[config.mk]
export PLATFORM = sky130hd
export DESIGN_NAME = vga_line_doubler
export DESIGN_NICKNAME = d
export VERILOG_FILES = /design/src/rtl/vga_dbl_pkg.sv /design/src/rtl/vga_dbl_timing.sv /design/src/rtl/vga_dbl_scanbuf.sv /design/src/rtl/vga_dbl_lut.sv /design/src/rtl/vga_line_doubler.sv
export SDC_FILE = /design/constraint.sdc
export NUM_CORES = 2
export LEC_CHECK = 0
export BUFFER_PORTS_ARGS = -buffer_cell sky130_fd_sc_hd__buf_2
export CAP_MARGIN = 0
export CORE_UTILIZATION = 40
export DETAILED_ROUTE_END_ITERATION = 10
export MAX_ROUTING_LAYER = met4
export PLACE_DENSITY_LB_ADDON = 0.12
export SYNTH_ARGS = -nofsm -noshare
export SYNTH_HDL_FRONTEND = slang
export SYNTH_HIERARCHICAL = 1
export SYNTH_SLANG_ARGS = --single-unit
[constraint.sdc]
create_clock -name clk -period 7.3 [get_ports clk]
set_clock_uncertainty 0.15 [all_clocks]
set_input_delay 1.095 -clock clk [delete_from_list [all_inputs] [get_ports clk]]
set_output_delay 1.095 -clock clk [all_outputs]
set_load 0.03 [all_outputs]
[src/rtl/vga_dbl_pkg.sv]
package vga_dbl_pkg;
  localparam int IDX_W = 6;
  localparam int RGB_W = 24;

  // 2-bit channel level to 8-bit intensity (0, 85, 170, 255)
  function automatic logic [7:0] level8(input logic [1:0] c);
    return 8'(c) * 8'd85;
  endfunction
endpackage

[src/rtl/vga_dbl_timing.sv]
module vga_dbl_timing #(
  parameter int H_TOTAL  = 682,
  parameter int V_TOTAL  = 524,
  parameter int H_ACT    = 512,
  parameter int V_ACT    = 480,
  parameter int HS_START = 528,
  parameter int HS_LEN   = 80,
  parameter int VS_START = 490,
  parameter int VS_LEN   = 2,
  parameter int HW       = $clog2(H_TOTAL),
  parameter int VW       = $clog2(V_TOTAL)
) (
  input  logic          clk,
  input  logic          rst_n,
  input  logic          ce,
  output logic [HW-1:0] h_o,
  output logic [VW-1:0] v_o,
  output logic          active_o,
  output logic          hs_n_o,
  output logic          vs_n_o,
  output logic          pair_end_o
);
  logic [HW-1:0] h_q;
  logic [VW-1:0] v_q;
  logic          line_last;
  logic          frame_last;

  assign line_last  = (h_q == HW'(H_TOTAL - 1));
  assign frame_last = (v_q == VW'(V_TOTAL - 1));

  always_ff @(posedge clk) begin
    if (!rst_n) begin
      h_q <= '0;
      v_q <= '0;
    end else if (ce) begin
      if (line_last) begin
        h_q <= '0;
        v_q <= frame_last ? '0 : v_q + 1'b1;
      end else begin
        h_q <= h_q + 1'b1;
      end
    end
  end

  assign h_o        = h_q;
  assign v_o        = v_q;
  assign active_o   = (h_q < HW'(H_ACT)) && (v_q < VW'(V_ACT));
  assign hs_n_o     = !((h_q >= HW'(HS_START)) && (h_q < HW'(HS_START + HS_LEN)));
  assign vs_n_o     = !((v_q >= VW'(VS_START)) && (v_q < VW'(VS_START + VS_LEN)));
  assign pair_end_o = ce && line_last && v_q[0];

  a_r2_h_in_range: assert property (@(posedge clk) disable iff (!rst_n)
    h_q < HW'(H_TOTAL));
  a_r2_h_wraps: assert property (@(posedge clk) disable iff (!rst_n)
    (ce && line_last) |=> (h_q == '0));
  a_r3_v_wraps: assert property (@(posedge clk) disable iff (!rst_n)
    (ce && line_last && frame_last) |=> (v_q == '0));
  a_r3_v_holds_midline: assert property (@(posedge clk) disable iff (!rst_n)
    !(ce && line_last) |=> $stable(v_q));
endmodule

[src/rtl/vga_dbl_scanbuf.sv]
module vga_dbl_scanbuf #(
  parameter int SRC_W = 256,
  parameter int XW    = $clog2(SRC_W),
  parameter int HW    = 10,
  parameter int IW    = 6
) (
  input  logic          clk,
  input  logic          rst_n,
  input  logic          we_i,
  input  logic [XW-1:0] wx_i,
  input  logic [IW-1:0] wd_i,
  input  logic          line_end_i,
  input  logic          ce,
  input  logic [HW-1:0] h_i,
  input  logic          pair_end_i,
  output logic [IW-1:0] rd_o
);
  localparam int DEPTH = 2 * SRC_W;

  logic [IW-1:0] mem [DEPTH];
  logic          wr_bank;
  logic          done_bank;
  logic          rd_bank;
  logic [XW-1:0] rd_x;

  assign rd_x = h_i[XW:1];  // each source pixel spans two VGA columns

  always_ff @(posedge clk) begin
    if (we_i) mem[{wr_bank, wx_i}] <= wd_i;
  end

  always_ff @(posedge clk) begin
    if (!rst_n) begin
      wr_bank   <= 1'b0;
      done_bank <= 1'b1;
      rd_bank   <= 1'b1;
      rd_o      <= '0;
    end else begin
      if (line_end_i) begin
        done_bank <= wr_bank;
        wr_bank   <= !wr_bank;
      end
      if (pair_end_i) rd_bank <= done_bank;
      if (ce) rd_o <= mem[{rd_bank, rd_x}];
    end
  end

  a_r7_swap_only_at_pair_end: assert property (@(posedge clk) disable iff (!rst_n)
    !$stable(rd_bank) |-> $past(pair_end_i));
  a_r6_close_flips_write_half: assert property (@(posedge clk) disable iff (!rst_n)
    line_end_i |=> (wr_bank != $past(wr_bank)));
endmodule

[src/rtl/vga_dbl_lut.sv]
module vga_dbl_lut
  import vga_dbl_pkg::*;
(
  input  logic             clk,
  input  logic             rst_n,
  input  logic             ce,
  input  logic [IDX_W-1:0] idx_i,
  input  logic             de_i,
  input  logic             hs_n_i,
  input  logic             vs_n_i,
  output logic [RGB_W-1:0] rgb_o,
  output logic             de_o,
  output logic             hs_n_o,
  output logic             vs_n_o
);
  logic [7:0] chan [3];

  for (genvar c = 0; c < 3; c++) begin : g_ch
    assign chan[c] = level8(idx_i[2*c+1:2*c]);
  end

  always_ff @(posedge clk) begin
    if (!rst_n) begin
      rgb_o  <= '0;
      de_o   <= 1'b0;
      hs_n_o <= 1'b1;
      vs_n_o <= 1'b1;
    end else if (ce) begin
      rgb_o  <= de_i ? {chan[2], chan[1], chan[0]} : '0;
      de_o   <= de_i;
      hs_n_o <= hs_n_i;
      vs_n_o <= vs_n_i;
    end
  end

  a_r4_black_when_blank: assert property (@(posedge clk) disable iff (!rst_n)
    !de_o |-> (rgb_o == '0));
  a_r9_hold_without_ce: assert property (@(posedge clk) disable iff (!rst_n)
    !ce |=> ($stable(rgb_o) && $stable(hs_n_o) && $stable(vs_n_o) && $stable(de_o)));
endmodule

[src/rtl/vga_line_doubler.sv]
module vga_line_doubler
  import vga_dbl_pkg::*;
#(
  parameter int SRC_W    = 256,
  parameter int SRC_H    = 240,
  parameter int H_TOTAL  = 682,
  parameter int V_TOTAL  = 524,
  parameter int HS_START = 528,
  parameter int HS_LEN   = 80,
  parameter int VS_START = 490,
  parameter int VS_LEN   = 2,
  parameter int XW       = $clog2(SRC_W)
) (
  input  logic             clk,
  input  logic             rst_n,
  input  logic             vga_ce,
  input  logic             src_we,
  input  logic [XW-1:0]    src_x,
  input  logic [IDX_W-1:0] src_idx,
  input  logic             src_line_end,
  output logic [RGB_W-1:0] vga_rgb,
  output logic             vga_hsync_n,
  output logic             vga_vsync_n,
  output logic             vga_de
);
  localparam int H_ACT = 2 * SRC_W;
  localparam int V_ACT = 2 * SRC_H;
  localparam int HW    = $clog2(H_TOTAL);
  localparam int VW    = $clog2(V_TOTAL);

  logic [HW-1:0]    cur_h;
  logic [VW-1:0]    cur_v;
  logic             cur_active, cur_hs_n, cur_vs_n;
  logic             pair_end;
  logic [IDX_W-1:0] buf_idx;
  logic             s1_de, s1_hs_n, s1_vs_n;

  vga_dbl_timing #(
    .H_TOTAL(H_TOTAL), .V_TOTAL(V_TOTAL), .H_ACT(H_ACT), .V_ACT(V_ACT),
    .HS_START(HS_START), .HS_LEN(HS_LEN), .VS_START(VS_START), .VS_LEN(VS_LEN),
    .HW(HW), .VW(VW)
  ) u_tim (
    .clk(clk), .rst_n(rst_n), .ce(vga_ce),
    .h_o(cur_h), .v_o(cur_v), .active_o(cur_active),
    .hs_n_o(cur_hs_n), .vs_n_o(cur_vs_n), .pair_end_o(pair_end)
  );

  vga_dbl_scanbuf #(.SRC_W(SRC_W), .XW(XW), .HW(HW), .IW(IDX_W)) u_buf (
    .clk(clk), .rst_n(rst_n),
    .we_i(src_we), .wx_i(src_x), .wd_i(src_idx), .line_end_i(src_line_end),
    .ce(vga_ce), .h_i(cur_h), .pair_end_i(pair_end), .rd_o(buf_idx)
  );

  // stage 1 control, aligned with the buffer read
  always_ff @(posedge clk) begin
    if (!rst_n) begin
      s1_de   <= 1'b0;
      s1_hs_n <= 1'b1;
      s1_vs_n <= 1'b1;
    end else if (vga_ce) begin
      s1_de   <= cur_active;
      s1_hs_n <= cur_hs_n;
      s1_vs_n <= cur_vs_n;
    end
  end

  vga_dbl_lut u_lut (
    .clk(clk), .rst_n(rst_n), .ce(vga_ce),
    .idx_i(buf_idx), .de_i(s1_de), .hs_n_i(s1_hs_n), .vs_n_i(s1_vs_n),
    .rgb_o(vga_rgb), .de_o(vga_de), .hs_n_o(vga_hsync_n), .vs_n_o(vga_vsync_n)
  );

  a_r1_idle_after_reset: assert property (@(posedge clk)
    !rst_n |=> (vga_rgb == '0 && !vga_de && vga_hsync_n && vga_vsync_n));
endmodule

# == Word-level counts from Yosys, hierarchy flattened ==
# Memories as Yosys holds them, arrays and structs flattened. A register that Yosys moved wholly into a read port is not among the register bits.
# Index checks and enable logic that the tools add are counted.
# word_totals
register_bits,53
ramBits,3072
in_bits,19
output_inout_bits,27
elab_cells,41
n_memories,1
# mem_list
memory,words,width,read_ports,rd_clocked_by_memory_dff,wr,line,rtl
u_buf.mem,512,6,1,1,1,vga_dbl_scanbuf.sv:20,logic [IW-1:0] mem [DEPTH];
# op_classes
n_addsub,2
multipliers,3
magnitude_cmp,6
eq_ne,2
n_mux,5
reduce_logical,10
# op_table
operator,n
"multiplier 2 x 7 -> 8 bit, second input constant",3
2-to-1 mux 24 bit,1
"adder 10 x 1 -> 10 bit, second input constant",2
"== test 10 bit, second input constant",2
"< comparator 10 bit, second input constant",2
"< comparator 10 x 9 -> 1 bit, second input constant",2
2-to-1 mux 10 bit,2
"greater-or-equal comparator 10 bit, second input constant",1
"greater-or-equal comparator 10 x 9 -> 1 bit, second input constant",1
logical AND 1 bit,5
zero test 1 bit,4
2-to-1 mux 1 bit,2
AND reduction 2 bit,1

# == Logic depth before layout (Yosys ltp) ==
# depth
word_depth,3
ltp_mapped,14

# == Modules after synthesis ==
# The synthesis kept the hierarchy.
# by_module_without_submodules
module,instances,cells_each,area_each_um2
vga_dbl_scanbuf,1,5837,120230.3
vga_dbl_timing,1,136,1077.3
vga_dbl_lut,1,54,490.5
vga_line_doubler,1,9,103.8

# == Worst setup path before layout ==
# Ideal clock, no wire load.
# synth_path
path_kind,register to register
from,reg u_tim.h_q[1] (netlist: u_tim/h_o[1])
to,"reg u_buf.rd_o[5], read port of u_buf.mem"
arrival_ns,2.585
required_ns,7.033
slack_ns,4.448
stages_incl_launch_ff,12
path_buffers,5
synth_period_minus_slack_ns,2.852
cell_sequence,dfxtp_1 -> buf_6 -> buf_12 -> buf_6 -> buf_6 -> buf_2 -> mux4_2 -> a22oi_1 -> nand4b_1 -> nor3_1 -> o22ai_1 -> a32o_1
# synth_lines
element,line,rtl
"start, declared",vga_dbl_timing.sv:23,logic [HW-1:0] h_q;
"start signal, assigned",vga_dbl_timing.sv:40,h_q <= h_q + 1'b1;
"end, declared",vga_dbl_scanbuf.sv:16,output logic [IW-1:0] rd_o

==> impl_metrics.csv <==
group,metric,value,unit
setup_path,cp.buffers_inverters,2,
synth,synth_top_family_by_area,"multiplexers",
synth,ys_dominant_reg_cell,"edfxtp_1",
die,coreArea,303000,µm²
clock_network,cts_setup_buffers,0,
final_layout,fill_cells,25500,
synth,synthXorXnorAreaFrac,0.0575,%
detailed_routing,totalWireLength,381,mm
clock_network,holdBufCountCts,0,
setup_path,end_kind,"flip-flop",
place,placed_cell_area,127000,µm²
detailed_routing,drc_errors,0,
place,place_congestion,0.897,
detailed_routing,topRoutingLayerUsed,"met4",
detailed_routing,detail-route-antenna-nets,0,
setup_path,criticalPathCategory,"reg -> reg",
synth,synth_warnings,6,
setup_path,crit_fanout,28,
synth,async_reset_ff_share,0,%
global_routing,grt_pass1_wl,525,mm
setup_path,path_cells,"inv_2, buf_4, nand2_1, o31ai_1, nor4_1, nand4_1, a21oi_1, a21oi_1, o32ai_1",
power_and_ir_drop,vdd_drop_max,0.000204,V
setup_path,reg2reg_to,"u_buf/rd_o[1]$_SDFFE_PN0P_",
setup_path,worstSetupStartpoint,"u_tim/h_o[5]$_SDFFE_PN0P_",
die,fp-row-count,202,
synth,synth_compound_area_share,2.91,%
clock_network,cts_resized,0,
timing,final.min_clock_period,5.12,ns
clock_network,clk_pin_slew_worst_paths,0.06,ns
synth,synthCells,6036,
synth,yosysSeqAreaShare,76.3,%
synth,synth.distinct_cells,76,
setup_path,endpoint,"u_buf/rd_o[1]$_SDFFE_PN0P_",
clock_network,cts_tree,"yes",
power_and_ir_drop,p_leak,41.0,nW
setup_path,crit_cells,9,
clock_network,cts_inserted_buffers,335,
die,start_util,40.2,%
final_layout,mostFrequentLayoutCells,"edfxtp_1 (3072), mux4_2 (692), nor2_1 (607), clkbuf_16 (343), mux2i_1 (216)",
power_and_ir_drop,p_per_area,274,nW/µm²
die,die_w,554,µm
synth,synth_edf_count,3072,
global_routing,globalRouteOverflowTotal,0,
synth,ys_ff_latch,3113,
timing,finalHoldViolCount,0,
timing,slew_violations,0,
die,pin_count,46,
synth,syn_avg_cell_area,20.2,µm²
final_layout,nets,6211,
synth,synth_area,122000,µm²
setup_path,r2r_start,"u_tim/h_o[5]$_SDFFE_PN0P_",
timing,setup_tns,0,ns
detailed_routing,viasPerCell,6.05,
timing,max_freq,0.195,GHz
place,port_buffers,45,
final_layout,final_area,137000,µm²
detailed_routing,post_drt_wl_per_cell,36.5,µm
flow_run,maxCapViolations,0,
detailed_routing,drt-met1-wl,158,mm
timing,tightest_slew,1.37,ns
clock_network,insertion_delay,0.92,ns
global_routing,antenna_found_initial,23,
clock_network,htreeDepth,5,
synth,synthAdderAreaFrac,0.0411,%
outcome,outcome,"finished, final reports clean",
synth,synth-simple-area-share,3.78,%
setup_path,crit_family,"simple AND/OR/NAND/NOR gates",
die,dieArea,307000,µm²
setup_path,cpMostUsedCell,"a21oi_1",
global_routing,grt_use_total,25.4,%
clock_network,root_buffer,"clkbuf_16",
setup_path,worstPathArrival,5.81,ns
place,hpwl,233,mm
min_path,hold_path_class,"in -> reg",
setup_path,cp.required,7.98,ns
final_layout,syn_to_final_growth,12.7,%
timing,finalCritPeriodShare,70.2,%
global_routing,grt_start_max_net_pins,195,
final_layout,final_common_cell,"edfxtp_1",
global_routing,grt_pass1_vias,62600,
detailed_routing,vias,63100,
die,die_y,554,µm
final_layout,drive_above_1_share,22.0,%
setup_path,cpPeakStageDelay,0.88,ns
setup_path,reg2reg_depth,9,
detailed_routing,first_pass_iters,5,
detailed_routing,wl_met2,182,mm
setup_path,cp-start-kind,"flip-flop",
synth,synth_fp_nets,6059,
detailed_routing,wl_met3,28.7,mm
timing,timing.slew.headroom,7.94,%
timing,setup_viol,0,
setup_path,cpMaxStageDelayCell,"nor4_1",
timing,rsz0062_at_grt,"false",
detailed_routing,drt_iter0_drc,7710,
clock_network,cts_sinks,3113,
synth,muxShareOfSynthArea,14.9,%
clock_network,cts_buffer_depth,4,
setup_path,r2r_slack,2.18,ns
-- through the flow --
step	std cells	util [%]	worst slack, ns	power [mW]	hold slack (ns)
detailed placement	9829	41.8	2.27	21.3	0.317
floorplan	6036	-	4.45	20.7	0.290
global placement	9829	41.8	1.98	21.2	0.300
CTS	10400	45.3	2.26	37.9	0.266
global route	10400	45.3	2.20	38.5	0.344
finish	10400	45.3	2.18	37.6	0.314
-- cells in the mapped netlist (all sizes together) (14+ instances only) --
library cell  count  area [µm²]
a2111oi          14         129
a211oi           19         148
a21oi            76         380
a221oi           15         131
a22oi           114         856
a31oi            23         144
buf             231        1760
clkbuf          155         589
dfxtp            41         821
edfxtp         3072       92200
inv              14        52.6
mux2             15         169
mux2i           216        2160
mux4            701       15800
nand2           193         724
nand3            58         290
nand4            31         194
nor2            616        2310
nor2b            23         144
nor3             56         280
o21ai            39         195
o221ai           40         350
o22ai            92         576
-- how the worst min path moves through the flow --
stage / startpoint / to / cells past startpoint
after floorplan: s1_hs_n$_SDFFE_PN1P_ / s1_hs_n$_SDFFE_PN1P_ / 2
after global placement: u_lut/vs_n_o$_SDFFE_PN1P_ / u_lut/vs_n_o$_SDFFE_PN1P_ / 2
after detailed placement: s1_vs_n$_SDFFE_PN1P_ / s1_vs_n$_SDFFE_PN1P_ / 2
after CTS: src_line_end / u_buf/done_bank$_SDFFE_PN1P_ / 3
after global routing: src_line_end / u_buf/done_bank$_SDFFE_PN1P_ / 3
final: src_line_end / u_buf/done_bank$_SDFFE_PN1P_ / 3
-- worst min-delay path, stage by stage --
cell	delay, ns
buf_2	0.12
mux2i_1	0.08
nand2_1	0.06
-- kinds of logic (layout without fill, tap and decap cells) --
logic type               count (synthesis)  count (layout)
XOR/XNOR                                 8               8
adder cells (fa/ha/maj)                  4               4
flip-flops                            3113            3113
other                                    0               9
AO/OA/AOI/OAI                          506             506
multiplexers                           932             932
AND/OR/NAND/NOR                       1073            1073
buffers and inverters                  400             819
-- flip-flops by register name, summed over array words and instances (netlist names) --
register	count
u_lut/rgb_o	6
u_buf/rd_o	6
u_lut/hs_n_o	1
u_tim/h_o	10
u_tim/v_o	10
u_buf/wr_bank	1
u_lut/vs_n_o	1
s1_de	1
u_lut/de_o	1
s1_vs_n	1
u_buf/done_bank	1
u_buf/mem	3072
s1_hs_n	1
u_buf/rd_bank	1
-- metal layers --
layer	vias to the layer above	global-route usage (%)
met1	34400	34.4
li1	25300	-
met3	627	4.04
met2	2850	39.5
met5	-	-
met4	0	7.84
-- final cells by class --
| class | instances | area [µm²] | share of cell area, % |
|---|---|---|---|
| antenna | 9 | 22.5 | 0.0164 |
| clock buffer | 415 | 8890 | 6.47 |
| clock inverter | 189 | 1810 | 1.31 |
| inverter | 14 | 58.8 | 0.0428 |
| multi-input combinational | 2523 | 26700 | 19.4 |
| sequential | 3113 | 93100 | 67.8 |
| tap | 3978 | 4980 | 3.62 |
| timing repair buffer | 201 | 1840 | 1.34 |
-- power breakdown --
part | leakage [nW] | total [mW] | switching (mW) | internal (mW)
combinational | 7.87 | 1.19 | 0.807 | 0.386
sequential | 27.9 | 19.7 | 0.0238 | 19.7
clock | 5.23 | 16.7 | 7.03 | 9.69
total | 41.0 | 37.6 | 7.86 | 29.7
No activity file was read; power rests on OpenSTA's default activity.
